`config.mk`:
```
export PLATFORM = sky130hd
export DESIGN_NAME = att_ctl_port
export DESIGN_NICKNAME = d
export VERILOG_FILES = /design/src/rtl/att_ctl_pkg.sv /design/src/rtl/att_serial_rx.sv /design/src/rtl/att_reg_bank.sv /design/src/rtl/att_gain_mul.sv /design/src/rtl/att_ctl_port.sv
export SDC_FILE = /design/constraint.sdc
export NUM_CORES = 1
export LEC_CHECK = 0
export BUFFER_PORTS_ARGS = -buffer_cell sky130_fd_sc_hd__buf_2
export CAP_MARGIN = 5
export CORE_ASPECT_RATIO = 0.8
export CORE_UTILIZATION = 40
export CTS_CLUSTER_DIAMETER = 150
export DETAILED_ROUTE_END_ITERATION = 10
export SYNTH_ARGS = -nofsm -noshare
export SYNTH_HDL_FRONTEND = slang
export SYNTH_SLANG_ARGS = --single-unit
```
`constraint.sdc`:
```
create_clock -name clk -period 12.2 [get_ports clk]
set_input_delay 1.83 -clock clk [delete_from_list [all_inputs] [get_ports clk]]
set_output_delay 1.83 -clock clk [all_outputs]
set_load 0.05 [all_outputs]
```
`src/rtl/att_ctl_pkg.sv`:
```
// Package: shared register selector encoding and field masks for the
// attenuation control port. Assumes a 16-bit control word whose bits 10:9
// carry the register selector.
package att_ctl_pkg;

    typedef enum logic [1:0] {
        SEL_STEP_L = 2'd0,
        SEL_STEP_R = 2'd1,
        SEL_MODE   = 2'd2,
        SEL_FMT    = 2'd3
    } reg_sel_e;

    // Format register keeps bits 8:6 and 2:0; bits 5:3 are reserved.
    localparam logic [8:0] FMT_MASK = 9'b111_000_111;

endpackage

```
`src/rtl/att_serial_rx.sv`:
```
// Serial receiver: synchronizes bit clock, data and latch into clk, shifts
// bits MSB first on each bit clock rising edge and raises word_vld for one
// cycle when the latch strobe rises after exactly WORD_W bits.
// Assumes each serial level is held for several clk cycles. Only the low
// PAY_W bits of the word are kept; older bits fall off the shift register.
module att_serial_rx #(
    parameter int WORD_W = 16,
    parameter int PAY_W  = 11,
    parameter int SYNC_N = 2
) (
    input  logic             clk,
    input  logic             rst_n,
    input  logic             sck,
    input  logic             sdi,
    input  logic             lat,
    output logic             word_vld,
    output logic [PAY_W-1:0] word
);
    localparam int CNT_W = $clog2(WORD_W + 2);
    localparam logic [CNT_W-1:0] CNT_FULL = CNT_W'(WORD_W);
    localparam logic [CNT_W-1:0] CNT_OVER = CNT_W'(WORD_W + 1);

    logic [SYNC_N:0]   sck_q;
    logic [SYNC_N:0]   lat_q;
    logic [SYNC_N-1:0] sdi_q;
    logic [CNT_W-1:0]  bit_cnt;
    logic              sck_rise;
    logic              lat_rise;

    // Synchronizer chains, with one extra stage on the edge-detected lines.
    always_ff @(posedge clk) begin
        if (!rst_n) begin
            sck_q <= '0;
            lat_q <= '0;
            sdi_q <= '0;
        end else begin
            sck_q <= {sck_q[SYNC_N-1:0], sck};
            lat_q <= {lat_q[SYNC_N-1:0], lat};
            sdi_q <= {sdi_q[SYNC_N-2:0], sdi};
        end
    end

    assign sck_rise = sck_q[SYNC_N-1] & ~sck_q[SYNC_N];
    assign lat_rise = lat_q[SYNC_N-1] & ~lat_q[SYNC_N];
    assign word_vld = lat_rise && (bit_cnt == CNT_FULL);

    // Shift in bits and count them; a latch edge restarts the count.
    always_ff @(posedge clk) begin
        if (!rst_n) begin
            word    <= '0;
            bit_cnt <= '0;
        end else if (lat_rise) begin
            bit_cnt <= '0;
        end else if (sck_rise) begin
            word <= {word[PAY_W-2:0], sdi_q[SYNC_N-1]};
            if (bit_cnt != CNT_OVER) bit_cnt <= bit_cnt + 1'b1;
        end
    end
endmodule

```
`src/rtl/att_reg_bank.sv`:
```
// Register bank: decodes committed words into pending steps, active steps
// and the mode and format registers. A load flag in a left or right step
// word copies both pending steps to the active ones in the same cycle.
// Assumes word_vld is a single-cycle pulse.
module att_reg_bank
    import att_ctl_pkg::*;
#(
    parameter int STEP_W = 8,
    parameter int PAY_W  = 11,
    parameter int FLD_W  = 9
) (
    input  logic              clk,
    input  logic              rst_n,
    input  logic              word_vld,
    input  logic [PAY_W-1:0]  word,
    output logic [STEP_W-1:0] pend_l,
    output logic [STEP_W-1:0] pend_r,
    output logic [STEP_W-1:0] act_l,
    output logic [STEP_W-1:0] act_r,
    output logic [FLD_W-1:0]  mode_q,
    output logic [FLD_W-1:0]  fmt_q
);
    localparam logic [STEP_W-1:0] STEP_UNITY = '1;

    reg_sel_e          sel;
    logic              ld_flag;
    logic [STEP_W-1:0] step;
    logic [STEP_W-1:0] pend_l_nx;
    logic [STEP_W-1:0] pend_r_nx;

    assign sel     = reg_sel_e'(word[PAY_W-1:PAY_W-2]);
    assign ld_flag = word[STEP_W];
    assign step    = word[STEP_W-1:0];

    // Next pending values, so a flagged word commits its own step too.
    always_comb begin
        pend_l_nx = pend_l;
        pend_r_nx = pend_r;
        if (word_vld && sel == SEL_STEP_L) pend_l_nx = step;
        if (word_vld && sel == SEL_STEP_R) pend_r_nx = step;
    end

    // Pending and active step registers.
    always_ff @(posedge clk) begin
        if (!rst_n) begin
            pend_l <= STEP_UNITY;
            pend_r <= STEP_UNITY;
            act_l  <= STEP_UNITY;
            act_r  <= STEP_UNITY;
        end else begin
            pend_l <= pend_l_nx;
            pend_r <= pend_r_nx;
            if (word_vld && ld_flag &&
                (sel == SEL_STEP_L || sel == SEL_STEP_R)) begin
                act_l <= pend_l_nx;
                act_r <= pend_r_nx;
            end
        end
    end

    // Mode and format registers.
    always_ff @(posedge clk) begin
        if (!rst_n) begin
            mode_q <= '0;
            fmt_q  <= '0;
        end else if (word_vld) begin
            if (sel == SEL_MODE) mode_q <= word[FLD_W-1:0];
            if (sel == SEL_FMT)  fmt_q  <= word[FLD_W-1:0] & FMT_MASK;
        end
    end
endmodule

```
`src/rtl/att_gain_mul.sv`:
```
// Gain stage: maps a step to a linear gain (step, or 2**STEP_W at the top
// code) and registers floor(sample * gain / 2**STEP_W). Assumes the gain
// never exceeds 2**STEP_W, so the result fits the sample width.
module att_gain_mul #(
    parameter int SAMPLE_W = 16,
    parameter int STEP_W   = 8
) (
    input  logic                       clk,
    input  logic                       rst_n,
    input  logic [STEP_W-1:0]          step,
    input  logic signed [SAMPLE_W-1:0] smp_i,
    output logic signed [SAMPLE_W-1:0] smp_o
);
    localparam int GAIN_W = STEP_W + 1;
    localparam int PROD_W = SAMPLE_W + GAIN_W + 1;

    logic [GAIN_W-1:0]        gain;
    logic signed [PROD_W-1:0] s_ext;
    logic signed [PROD_W-1:0] g_ext;
    logic signed [PROD_W-1:0] prod;

    // Step to gain mapping with the jump to exact unity at the top code.
    always_comb begin
        gain  = (step == '1) ? GAIN_W'(1 << STEP_W) : {1'b0, step};
        s_ext = {{(PROD_W-SAMPLE_W){smp_i[SAMPLE_W-1]}}, smp_i};
        g_ext = {{(PROD_W-GAIN_W){1'b0}}, gain};
        prod  = s_ext * g_ext;
    end

    // Output register with a floor shift.
    always_ff @(posedge clk) begin
        if (!rst_n) smp_o <= '0;
        else        smp_o <= SAMPLE_W'(prod >>> STEP_W);
    end
endmodule

```
`src/rtl/att_ctl_port.sv`:
```
// Top: serial control port with staged stereo attenuation. Joins the
// receiver, the register bank and one gain stage per channel.
// Assumes serial wires change slowly compared with clk.
module att_ctl_port #(
    parameter int SAMPLE_W = 16,
    parameter int STEP_W   = 8,
    parameter int WORD_W   = 16,
    parameter int SYNC_N   = 2
) (
    input  logic                       clk,
    input  logic                       rst_n,
    input  logic                       ctl_sck,
    input  logic                       ctl_sdi,
    input  logic                       ctl_lat,
    input  logic signed [SAMPLE_W-1:0] smp_l_i,
    input  logic signed [SAMPLE_W-1:0] smp_r_i,
    output logic signed [SAMPLE_W-1:0] smp_l_o,
    output logic signed [SAMPLE_W-1:0] smp_r_o,
    output logic [STEP_W:0]            mode_o,
    output logic [STEP_W:0]            fmt_o
);
    localparam int FLD_W = STEP_W + 1;
    localparam int PAY_W = FLD_W + 2;
    localparam int N_CH  = 2;

    logic              word_vld;
    logic [PAY_W-1:0]  word;
    logic [STEP_W-1:0] pend_l, pend_r, act_l, act_r;

    logic [STEP_W-1:0]          ch_step [N_CH];
    logic signed [SAMPLE_W-1:0] ch_in   [N_CH];
    logic signed [SAMPLE_W-1:0] ch_out  [N_CH];

    att_serial_rx #(.WORD_W(WORD_W), .PAY_W(PAY_W), .SYNC_N(SYNC_N)) u_rx (
        .clk(clk), .rst_n(rst_n), .sck(ctl_sck), .sdi(ctl_sdi), .lat(ctl_lat),
        .word_vld(word_vld), .word(word)
    );

    att_reg_bank #(.STEP_W(STEP_W), .PAY_W(PAY_W), .FLD_W(FLD_W)) u_regs (
        .clk(clk), .rst_n(rst_n), .word_vld(word_vld), .word(word),
        .pend_l(pend_l), .pend_r(pend_r), .act_l(act_l), .act_r(act_r),
        .mode_q(mode_o), .fmt_q(fmt_o)
    );

    assign ch_step[0] = act_l;
    assign ch_step[1] = act_r;
    assign ch_in[0]   = smp_l_i;
    assign ch_in[1]   = smp_r_i;
    assign smp_l_o    = ch_out[0];
    assign smp_r_o    = ch_out[1];

    for (genvar c = 0; c < N_CH; c++) begin : g_ch
        att_gain_mul #(.SAMPLE_W(SAMPLE_W), .STEP_W(STEP_W)) u_gain (
            .clk(clk), .rst_n(rst_n), .step(ch_step[c]),
            .smp_i(ch_in[c]), .smp_o(ch_out[c])
        );
    end
endmodule

```
Word level (Yosys, flattened, before mapping)

Index checks and enable logic that the tools add are counted.

Flip-flop bits (word level): 103
Latch bits: 0
Memory bits (writable): 0
Memory bits (read-only): 0
Input port bits: 37
Output and inout bits: 50
Logic and storage cells: 45
Memories: 0

Add/sub/neg operators: 1
Multiply operators: 2
Div/mod/pow operators: 0
$lt $le $gt $ge: 0
Equal/unequal tests: 7
Shift-type cells: 0
Multiplexer cells: 4
Bitwise gates (word level): 6
Reduce and logical (&&, ||, !) cells: 12

Operator list:

| cell                | number |
|---|---|
| $mul 16x10->24      | 2 |
| $mux 9              | 2 |
| $eq 8x8->1 const B  | 2 |
| $mux 8              | 2 |
| $reduce_and 2->1    | 4 |
| $add 5x1->5 const B | 1 |
| $eq 5x5->1 const B  | 1 |
| $logic_and 1x1->1   | 5 |
| $ne 5x5->1 const B  | 1 |
| $eq 2x2->1 const B  | 2 |
| $not 1->1           | 4 |
| $and 1x1->1         | 2 |
| $eq 2x1->1 const B  | 1 |
| $logic_not 2->1     | 1 |
| $reduce_or 2->1     | 1 |
| $logic_or 1x1->1    | 1 |

Longest topological paths before layout

Gate-level depths: netlist (run 1).

Word-level depth: 5
Mapped depth: 27
Gate-level depth less buffers: 23

Cells and area by module

A second synthesis (run 1) with hierarchy kept.

Cell total of the unflattened synthesis: 1,582
Area, all modules: 14,303.7 um2

Modules (own cells, without submodules):

| module                        | times used | cells each | area each (um2) | seq. area each (um2) |
|---|---|---|---|---|
| att_gain_mul (g_ch[0].u_gain) | 1          | 640        | 5,602.9         | 320.3 |
| att_gain_mul (g_ch[1].u_gain) | 1          | 637        | 5,545.3         | 320.3 |
| att_reg_bank                  | 1          | 199        | 2,125.8         | 940.9 |
| att_serial_rx                 | 1          | 106        | 1,029.7         | 480.5 |

Worst setup path after synthesis (run 1)

No wires, ideal clock.

Path type: input to register
From: in smp_r_i[7]
To: reg g_ch[1].u_gain.smp_o[12]
Setup time: 0.128 ns
Data arrival time: 6.524 ns
Setup slack: 5.549 ns
Stages on the path: 21
Path buffers: 1
Cell sequence: buf_1 > nand2_1 > fa_1 > inv_1 > fa_1 > inv_1 > fa_1 > inv_1 > fa_1 > inv_1 > fa_1 > inv_1 > ha_1 > a21oi_1 > o21ai_0 > o31ai_4 > a21boi_2 > or2_4 > a31oi_1 > xor2_1 > nor2_1

Cells in the longest elaborated chain, start to end: 1

RTL lines:

| item                   | RTL line           | text |
|---|---|---|
| start: declaration     | att_ctl_port.sv:16 | `input logic signed [SAMPLE_W-1:0] smp_r_i,` |
| $mul 16x10->24         | att_gain_mul.sv:27 | `prod = s_ext * g_ext;` |
| end signal: assignment | att_gain_mul.sv:33 | `else smp_o <= SAMPLE_W'(prod >>> STEP_W);` |
| end: declaration       | att_gain_mul.sv:12 | `output logic signed [SAMPLE_W-1:0] smp_o` |

No other way between the ends.
A chain may end at the register's enable or synchronous reset.

Worst setup path after layout (run 1)

From: reg u_regs.act_r[6]
To: reg g_ch[1].u_gain.smp_o[15]

Cells in the longest elaborated chain, start to end: 3

RTL lines:

| item                     | RTL line           | text |
|---|---|---|
| start: declaration       | att_reg_bank.sv:19 | `output logic [STEP_W-1:0] act_r,` |
| start signal: assignment | att_reg_bank.sv:56 | `act_r <= pend_r_nx;` |
| $eq 8x8->1               | att_gain_mul.sv:24 | `gain = (step == '1) ? GAIN_W'(1 << STEP_W) : {1'b0, step};` |
| $mux 9 *                 | att_gain_mul.sv:24 |  |
| $mul 16x10->24 *         | att_gain_mul.sv:27 |  |

Every way passes the cells marked *; elsewhere a longest branch is shown, timed or not.

==> key figures, run 1 <==
Run status
  • Outcome: completed

Routing
  • Starting DRT DRC Count: just over 700
  • ANT nets after route: 0
  • Avg Vias per Cell: a little over 5
  • Per-cell routed wire length: ~17 um
  • DRC: 0
  • First drt pass iteration count: 5
  • Vias: just under 10k
  • Routed WL: between 30000 and 40000 um

Power
  • Seq pwr share: a little under half
  • Clock power frac: a little under two fifths
  • Internal Dissipation: around 0.00052 W
  • Switch Pwr: approximately 0.00022 W
  • VDD IR max: just over 60 uV
  • PwrDens: ~53 nW/um2
  • Switching share of power: approximately 30%
  • Lkg Pwr: around 7.8 nW
  • Combinational Power Share: between 15 and 20%

Finish
  • Commonest non-fill, non-tap cell in the layout: inv_1
  • Antenna cells: 0
  • Layout Cells excl Fill: between 1.5k and 2k
  • Nets@finish: 1849
  • Most frequent cells in the layout: 280 x inv_1, 228 x fa_1, 194 x nand2_1
  • Synth-to-layout area growth: 7.25%
  • Fraction of layout cells with a size suffix above 1: under 10%

Logic synthesis
  • Synth Instances: 1459
  • FFs w/ async S/R, synth: 0%
  • Avg Cell Area, Syn: approximately 9 um2
  • Sequential-to-total area share from yosys stat: 15.6%
  • Most used DFF post-synth: dfxtp_1
  • EDFF count, synth: 0
  • Syn Std Cell Area: between 10000 and 15000 um2
  • Yosys warnings: 0
  • Number of synthesized register bits: 103
  • Distinct cells, synth: 60

Setup path
  • Crit Path Max Fanout: 60
  • Worst setup EP type: register
  • R2R Setup Slk: about 5 ns
  • CP Class: reg2reg
  • WP data required: around 12 ns
  • Crit path launch type: register
  • CP peak stage delay: 0.69 ns
  • Worst path slowest cell: and2_0
  • Critical path, cell by cell: and4_1 > nand2_1 > buf_4 > and2_0 > nand2_1 > fa_1 > inv_1 > fa_1 > inv_1 > fa_1 > inv_1 > fa_1 > inv_1 > fa_1 > inv_1 > ha_1 > a21oi_1 > o21ai_0 > o31ai_4 > o211ai_2 > nand4_2 > a21oi_2 > or3_1 > a21oi_2
  • Critical path arrival: between 7 and 8 ns

Global route
  • Vias in the first global route: 9801
  • Initial antenna violation count: 0
  • Largest net degree at the start of global routing: around 70
  • First-pass GRT wire length: approximately 52000 um
  • Grt ovf: 0
  • GRT Total Usage: a little under 20%

Clocking
  • Cts repair resizes: 0
  • Maximum root-to-sink buffer count: 2
  • Num CTS Buffers: 9
  • CTS Hold Buffers Added: 0
  • CTS tree: built
  • Clock edge transition at the registers on the reported setup and hold paths: around 0.080 ns
  • Setup Buffers After CTS: 0
  • Worst skew pair latency: ~0.36 ns
  • TritonCTS Sinks: slightly above 100
  • H-Tree Depth: 3
  • Clock Tree Root: clkbuf_16

Die
  • DIE WIDTH: 205 um
  • Core area: ~32000 um2
  • Die area: around 34000 um2
  • DIE HEIGHT: about 160 um
  • Cell row count: 59
  • Starting density of the core: around two fifths
  • Num ports: 87

Placed design
  • # placed instances: between 1.5k and 2k
  • IO buf count: 83
  • HPWL after detailed placement: ~26000 um
  • Routability Congestion: 0.886
  • Setup slack at placement: between 4 and 5 ns

STA
  • Final worst-path setup slack: roughly 5 ns
  • Tcrit/Tclk final: about three fifths
  • Pins Over Slew Limit: 0
  • Finish-stage setup viols: 0
  • Post-layout min period: between 7 and 8 ns
  • Slew @ Worst Pin: approximately 1.0 ns
  • Relative slew slack: a little under a third
  • Fin Clk Skew: ~0.015 ns
  • Setup TNS: 0 ns
  • Final hold vios: 0
  • RSZ-0062 raised after global routing: no
  • Fmax achieved: 0.139 GHz
  • Final hold slack: between 0.4 and 0.5 ns

Job
  • Max-Cap Viols: 0

Worst hold path
  • Hold Crit Class: reg2reg
through the flow:
step | power [W] | utilization (%) | area, um2
6_report | 0.000744 | 43.5 | 14100
4_1_cts | 0.000754 | 43.5 | 14100
3_5_place_dp | 0.000465 | 42.6 | 13800
5_1_grt | 0.000780 | 43.5 | 14100
2_1_floorplan | 0.000429 | - | 13200
3_3_place_gp | 0.000465 | 42.6 | 13800
power groups by stage:
stage | Clock [W] | Combinational [W] | Sequential, W
after global routing | 0.000309 | 0.000124 | 0.000346
final | 0.000286 | 0.000112 | 0.000345
after global placement | 0 | 0.000112 | 0.000354
after detailed placement | 0 | 0.000112 | 0.000353
after floorplan | 0 | 0.0000566 | 0.000373
after CTS | 0.000296 | 0.000113 | 0.000346
state kept, by name, indices dropped and copies added (netlist names):
| register | count |
|---|---|
| g_ch.u_gain.smp_o | 32 |
| u_regs.act_l | 8 |
| u_regs.act_r | 8 |
| u_regs.fmt_q | 6 |
| u_regs.mode_q | 9 |
| u_regs.pend_l | 8 |
| u_regs.pend_r | 8 |
| u_rx.bit_cnt | 5 |
| u_rx.lat_q | 3 |
| u_rx.sck_q | 3 |
| u_rx.sdi_q | 2 |
| u_rx.word | 11 |
cell type report:
cell class,instances,area [um2]
clock inverters,7,70.1
flip-flops and latches,103,2060
repair buffers,88,453
well taps,427,534
clock buffers,9,225
inverters,281,1050
fillers,3253,18300
multi-input cells,998,9740
critical path, delay by kind of cell, from the launching register on:
kind                       cells  cell delay [ns]
AOI/OAI and AO/OA              6             1.12
adders and majority gates      6             2.84
buffers and inverters          6             0.69
DFF                            1             0.46
and+or+nand+nor                6             2.00
cell families after synthesis:
group                    synth area share [%]
AO/OA/AOI/OAI                            5.10
other                                  0.0284
AND/OR/NAND/NOR                          18.4
flip-flops                               15.6
multiplexers                             3.26
adder cells (fa/ha/maj)                  44.4
buffers and inverters                    10.5
XOR/XNOR                                 2.66
worst paths after layout:
kind | end | startpoint | cells after the start
setup / recovery | g_ch[1].u_gain.smp_o[15]$_SDFF_PN0_ | u_regs.act_r[6]$_SDFFE_PN1P_ | 24
hold reg to reg | u_rx.sck_q[1]$_SDFF_PN0_ | u_rx.sck_q[0]$_SDFF_PN0_ | 1
hold / removal | u_rx.sck_q[1]$_SDFF_PN0_ | u_rx.sck_q[0]$_SDFF_PN0_ | 1
setup reg to reg | g_ch[1].u_gain.smp_o[15]$_SDFF_PN0_ | u_regs.act_r[6]$_SDFFE_PN1P_ | 24
cell usage after synthesis, drive strengths merged (17+ instances only):
cell | instances | area share [%]
and3 | 143 | 6.8
nand2 | 195 | 5.6
clkbuf | 50 | 1.4
ha | 103 | 9.8
dfxtp | 103 | 16
xnor2 | 23 | 1.5
and2 | 28 | 1.3
buf | 29 | 1.1
inv | 281 | 8.0
nor2 | 66 | 1.9
fa | 228 | 35
o211ai | 20 | 1.2
xor2 | 17 | 1.1
a21oi | 29 | 1.2
mux2i | 43 | 3.3
metal layers:
| layer | GRT usage [%] | share of wire, % | up-vias | wire length, um |
|---|---|---|---|---|
| li1 | - | - | 4577 | - |
| met1 | 30.3 | 50 | 4849 | 15900 |
| met5 | 0 | 0 | - | 0 |
| met4 | 3.10 | 0.75 | 0 | 237 |
| met2 | 29.8 | 44 | 240 | 13800 |
| met3 | 2.35 | 5.2 | 23 | 1630 |
Note: power is estimated with default switching activity, not from simulation.
==> run 2: changes to the inputs <==
Settings changed: ABC_AREA set to 1.
Clock period 12.2 ns to 5.85 ns, I/O delays scaled along.
==> key figures, run 2 <==
Finish
  • Antenna cells: 0
  • Reg area: about 2100 um2
  • Multi-input logic area: 9850 um2
  • Max FFs per register: 32
  • Filler cells: approximately 3.4k
  • Top reg by flops: g_ch.u_gain.smp_o
  • Nets@finish: 2198
  • Largest regs: g_ch.u_gain.smp_o (32), u_rx.word (11), u_regs.mode_q (9)
  • Synth-to-layout area growth: 10.5%
  • Fraction of layout cells with a size suffix above 1: 11.4%
  • Commonest non-fill, non-tap cell in the layout: inv_1
  • Most frequent cells in the layout: 398 x inv_1, 291 x nand2_1, 228 x fa_1

Logic synthesis
  • Syn Std Cell Area: roughly 14000 um2
  • Distinct cells, synth: 48
  • Yosys warnings: 0
  • Synth Instances: between 1.5k and 2k
  • Most used DFF post-synth: dfxtp_1
  • Top post-synthesis cells by area: fa_1 34%, dfxtp_1 15%, inv_1 11%, ha_1 9.5%, nand2_1 8.1%
  • Avg Cell Area, Syn: slightly below 8 um2
  • Top-area cell type share of the netlist area: between 30% and 40%
  • EDFF count, synth: 0
  • FFs w/ async S/R, synth: 0%
  • Sequential-to-total area share from yosys stat: between 10% and 20%
  • Number of synthesized register bits: ~100
  • Post-synth top cells: 402 x inv_1, 292 x nand2_1, 228 x fa_1
  • Synth area leader: fa_1
  • Count leader, synth: inv_1

Setup path
  • Crit Path Max Fanout: 12
  • Worst Reg-to-Reg Cells: 25
  • R2R Setup Slk: ~0.34 ns
  • Crit Reg-Reg Endpoint: g_ch[1].u_gain.smp_o[15]$_SDFF_PN0_
  • WP data required: around 6 ns
  • Family with the most delay on the worst path: adder cells
  • Crit path launch type: register
  • Critical path arrival: ~5.8 ns
  • CP Buf/Inv Count: 6
  • CP Class: reg2reg
  • CP peak stage delay: between 0.5 and 0.6 ns
  • R2r startpoint: u_regs.act_r[4]$_SDFFE_PN1P_
  • Worst path slowest cell: fa_1
  • Worst setup EP type: register

STA
  • Post-layout min period: ~5.5 ns
  • Tcrit/Tclk final: 94.2%
  • Relative slew slack: between 30% and 40%
  • Fmax achieved: about 0.18 GHz
  • Finish-stage setup viols: 0
  • Pins Over Slew Limit: 0
  • Slew @ Worst Pin: between 0.9 and 1 ns
  • Final worst-path setup slack: around 0.34 ns
  • Final hold vios: 0
  • Fin Clk Skew: 0.00731 ns
  • RSZ-0062 raised after global routing: yes
  • Final hold slack: about 0.41 ns

Clocking
  • Num CTS Buffers: 9
  • Clock Tree Root: clkbuf_16
  • Maximum root-to-sink buffer count: 2
  • CTS tree: built
  • H-Tree Depth: 3
  • CTS Hold Buffers Added: 0
  • Worst skew pair latency: ~0.35 ns
  • TritonCTS Sinks: between 100 and 150
  • Clock edge transition at the registers on the reported setup and hold paths: 0.07 ns

Global route
  • GR met1 Demand/Resource: around 32%
  • Vias in the first global route: 11.2k
  • Largest net degree at the start of global routing: 61
  • Global routing's busiest layer: met1
  • Initial antenna violation count: 0
  • First-pass GRT wire length: around 60000 um
  • Met3 Use GR: around 3.7%
  • GR Util met2: roughly a third
  • Grt ovf: 0
  • GRT Total Usage: about a fifth

Routing
  • ANT nets after route: 0
  • DRC: 0
  • Routed WL: roughly 35000 um
  • Starting DRT DRC Count: 838
  • Vias: ~11k
  • Per-cell routed wire length: ~15 um
  • Avg Vias per Cell: around 5
  • First drt pass iteration count: 5

Power
  • Switch Pwr: between 0.0004 and 0.0005 W
  • Switching share of power: between 30% and 40%
  • Clock power frac: a little over a third
  • Lkg Pwr: between 8 and 9 nW
  • Internal Dissipation: between 0.001 and 0.0015 W
  • PwrDens: around 110 nW/um2
  • Combinational Power Share: ~18%
  • Seq pwr share: a little under half
  • VDD IR max: around 140 uV

Placed design
  • IO buf count: 83
  • Setup slack at placement: roughly 0.12 ns
  • HPWL after detailed placement: about 30000 um
  • Routability Congestion: between 0.9 and 1

Job
  • Max-Cap Viols: 0

Die
  • Core area: roughly 33000 um2
  • Cell row count: a little under 60
  • Starting density of the core: about two fifths
  • Die area: approximately 35000 um2
  • DIE WIDTH: 208 um
  • Num ports: 87
  • DIE HEIGHT: ~170 um

Worst hold path
  • Worst hold stages: 2
  • Hold Crit Class: reg2reg
  • Worst Hold End: u_rx.lat_q[1]$_SDFF_PN0_
  • Min-delay src: u_rx.lat_q[0]$_SDFF_PN0_

Run status
  • Outcome: completed
==> run 2: cell count changes in the layout (fill, tap and decap cells not counted), moves of 44 or more <==
cell / change
o21ai_0: +44
a21oi_1: +96
nor2_1: +147
and3_1: -143
nand2_1: +97
inv_1: +118
==> run 2: logic make-up (layout without fill, tap and decap cells) <==
logic type / Yosys count / after routing / share of synthesized area, %
AOI/OAI and AO/OA: 224 / 224 / 8.93
DFF: 103 / 103 / 15.2
and+or+nand+nor: 611 / 611 / 18.9
adders and majority gates: 331 / 331 / 43.1
other: 1 / 3 / 0.0276
xor gates and xnor gates: 18 / 18 / 1.16
buffers and inverters: 447 / 545 / 12.6
==> run 2: what timing repair did <==
item	in CTS	in global routing
gates resized for setup	0	22
buffers inserted	0	3
setup endpoints to repair	0	11
==> run 2: layout make-up <==
| cell class | count | share of cell area [%] |
|---|---|---|
| clock buffers | 11 | 1.62 |
| flip-flops and latches | 103 | 13.7 |
| repair buffers | 122 | 4.86 |
| inverters | 407 | 10.2 |
| well taps | 427 | 3.56 |
| multi-input cells | 1187 | 65.7 |
| clock inverters | 5 | 0.275 |
==> run 2: power by group through the flow <==
stage	logic [W]	clock network, W	registers [W]
2_1_floorplan	0.000142	0	0.000787
3_3_place_gp	0.000275	0	0.000749
3_5_place_dp	0.000276	0	0.000749
4_1_cts	0.000279	0.000600	0.000733
5_1_grt	0.000312	0.000630	0.000734
6_report	0.000280	0.000583	0.000732
==> run 2: worst max-delay path by stage <==
stage / from / to / slack [ns] / depth (start not counted)
final: u_regs.act_r[4]$_SDFFE_PN1P_ / g_ch[1].u_gain.smp_o[15]$_SDFF_PN0_ / 0.34 / 25
after global routing: u_regs.act_l[1]$_SDFFE_PN1P_ / g_ch[0].u_gain.smp_o[14]$_SDFF_PN0_ / -0.02 / 25
after CTS: u_regs.act_l[1]$_SDFFE_PN1P_ / g_ch[0].u_gain.smp_o[14]$_SDFF_PN0_ / 0.22 / 25
after detailed placement: smp_r_i[15] / g_ch[1].u_gain.smp_o[15]$_SDFF_PN0_ / 0.12 / 24
after global placement: smp_r_i[15] / g_ch[1].u_gain.smp_o[15]$_SDFF_PN0_ / 0.12 / 22
after floorplan: u_regs.act_r[0]$_SDFFE_PN1P_ / g_ch[1].u_gain.smp_o[15]$_SDFF_PN0_ / 0.63 / 28
==> run 2: worst reg2reg max path, stage by stage (launching register included) <==
cell	delay (ns)
dfxtp_1	0.34
inv_1	0.07
nor3_2	0.24
nand2_4	0.15
nand2_1	0.15
inv_1	0.15
buf_4	0.20
nand2_1	0.08
fa_1	0.48
inv_2	0.13
fa_1	0.46
fa_1	0.51
fa_1	0.49
inv_1	0.05
fa_1	0.49
inv_1	0.04
ha_1	0.34
a21oi_2	0.21
o21bai_1	0.09
a21oi_1	0.24
o21ai_0	0.15
a21oi_1	0.14
nand2_1	0.08
nand2_1	0.06
nand2_1	0.05
nor2_1	0.09
==> run 2: per-layer routing <==
layer | part of all wire (%) | vias to the layer above | routed length, um
li1 | - | 5384 | -
met1 | 50 | 5336 | 17400
met2 | 42 | 327 | 14400
met3 | 6.7 | 29 | 2310
met4 | 1.5 | 0 | 510
met5 | 0 | - | 0
==> run 2: stage by stage <==
step                      total power [W]  instances  area (um2)  util, %  TNS (ns)
after floorplan                  0.000929       1737       13600        -         0
after global placement            0.00102       2243       14600     44.4         0
after detailed placement          0.00102       2243       14600     44.4         0
after CTS                         0.00161       2259       14900     45.2         0
after global routing              0.00168       2262       15000     45.5   -0.0209
final                             0.00160       2262       15000     45.5         0
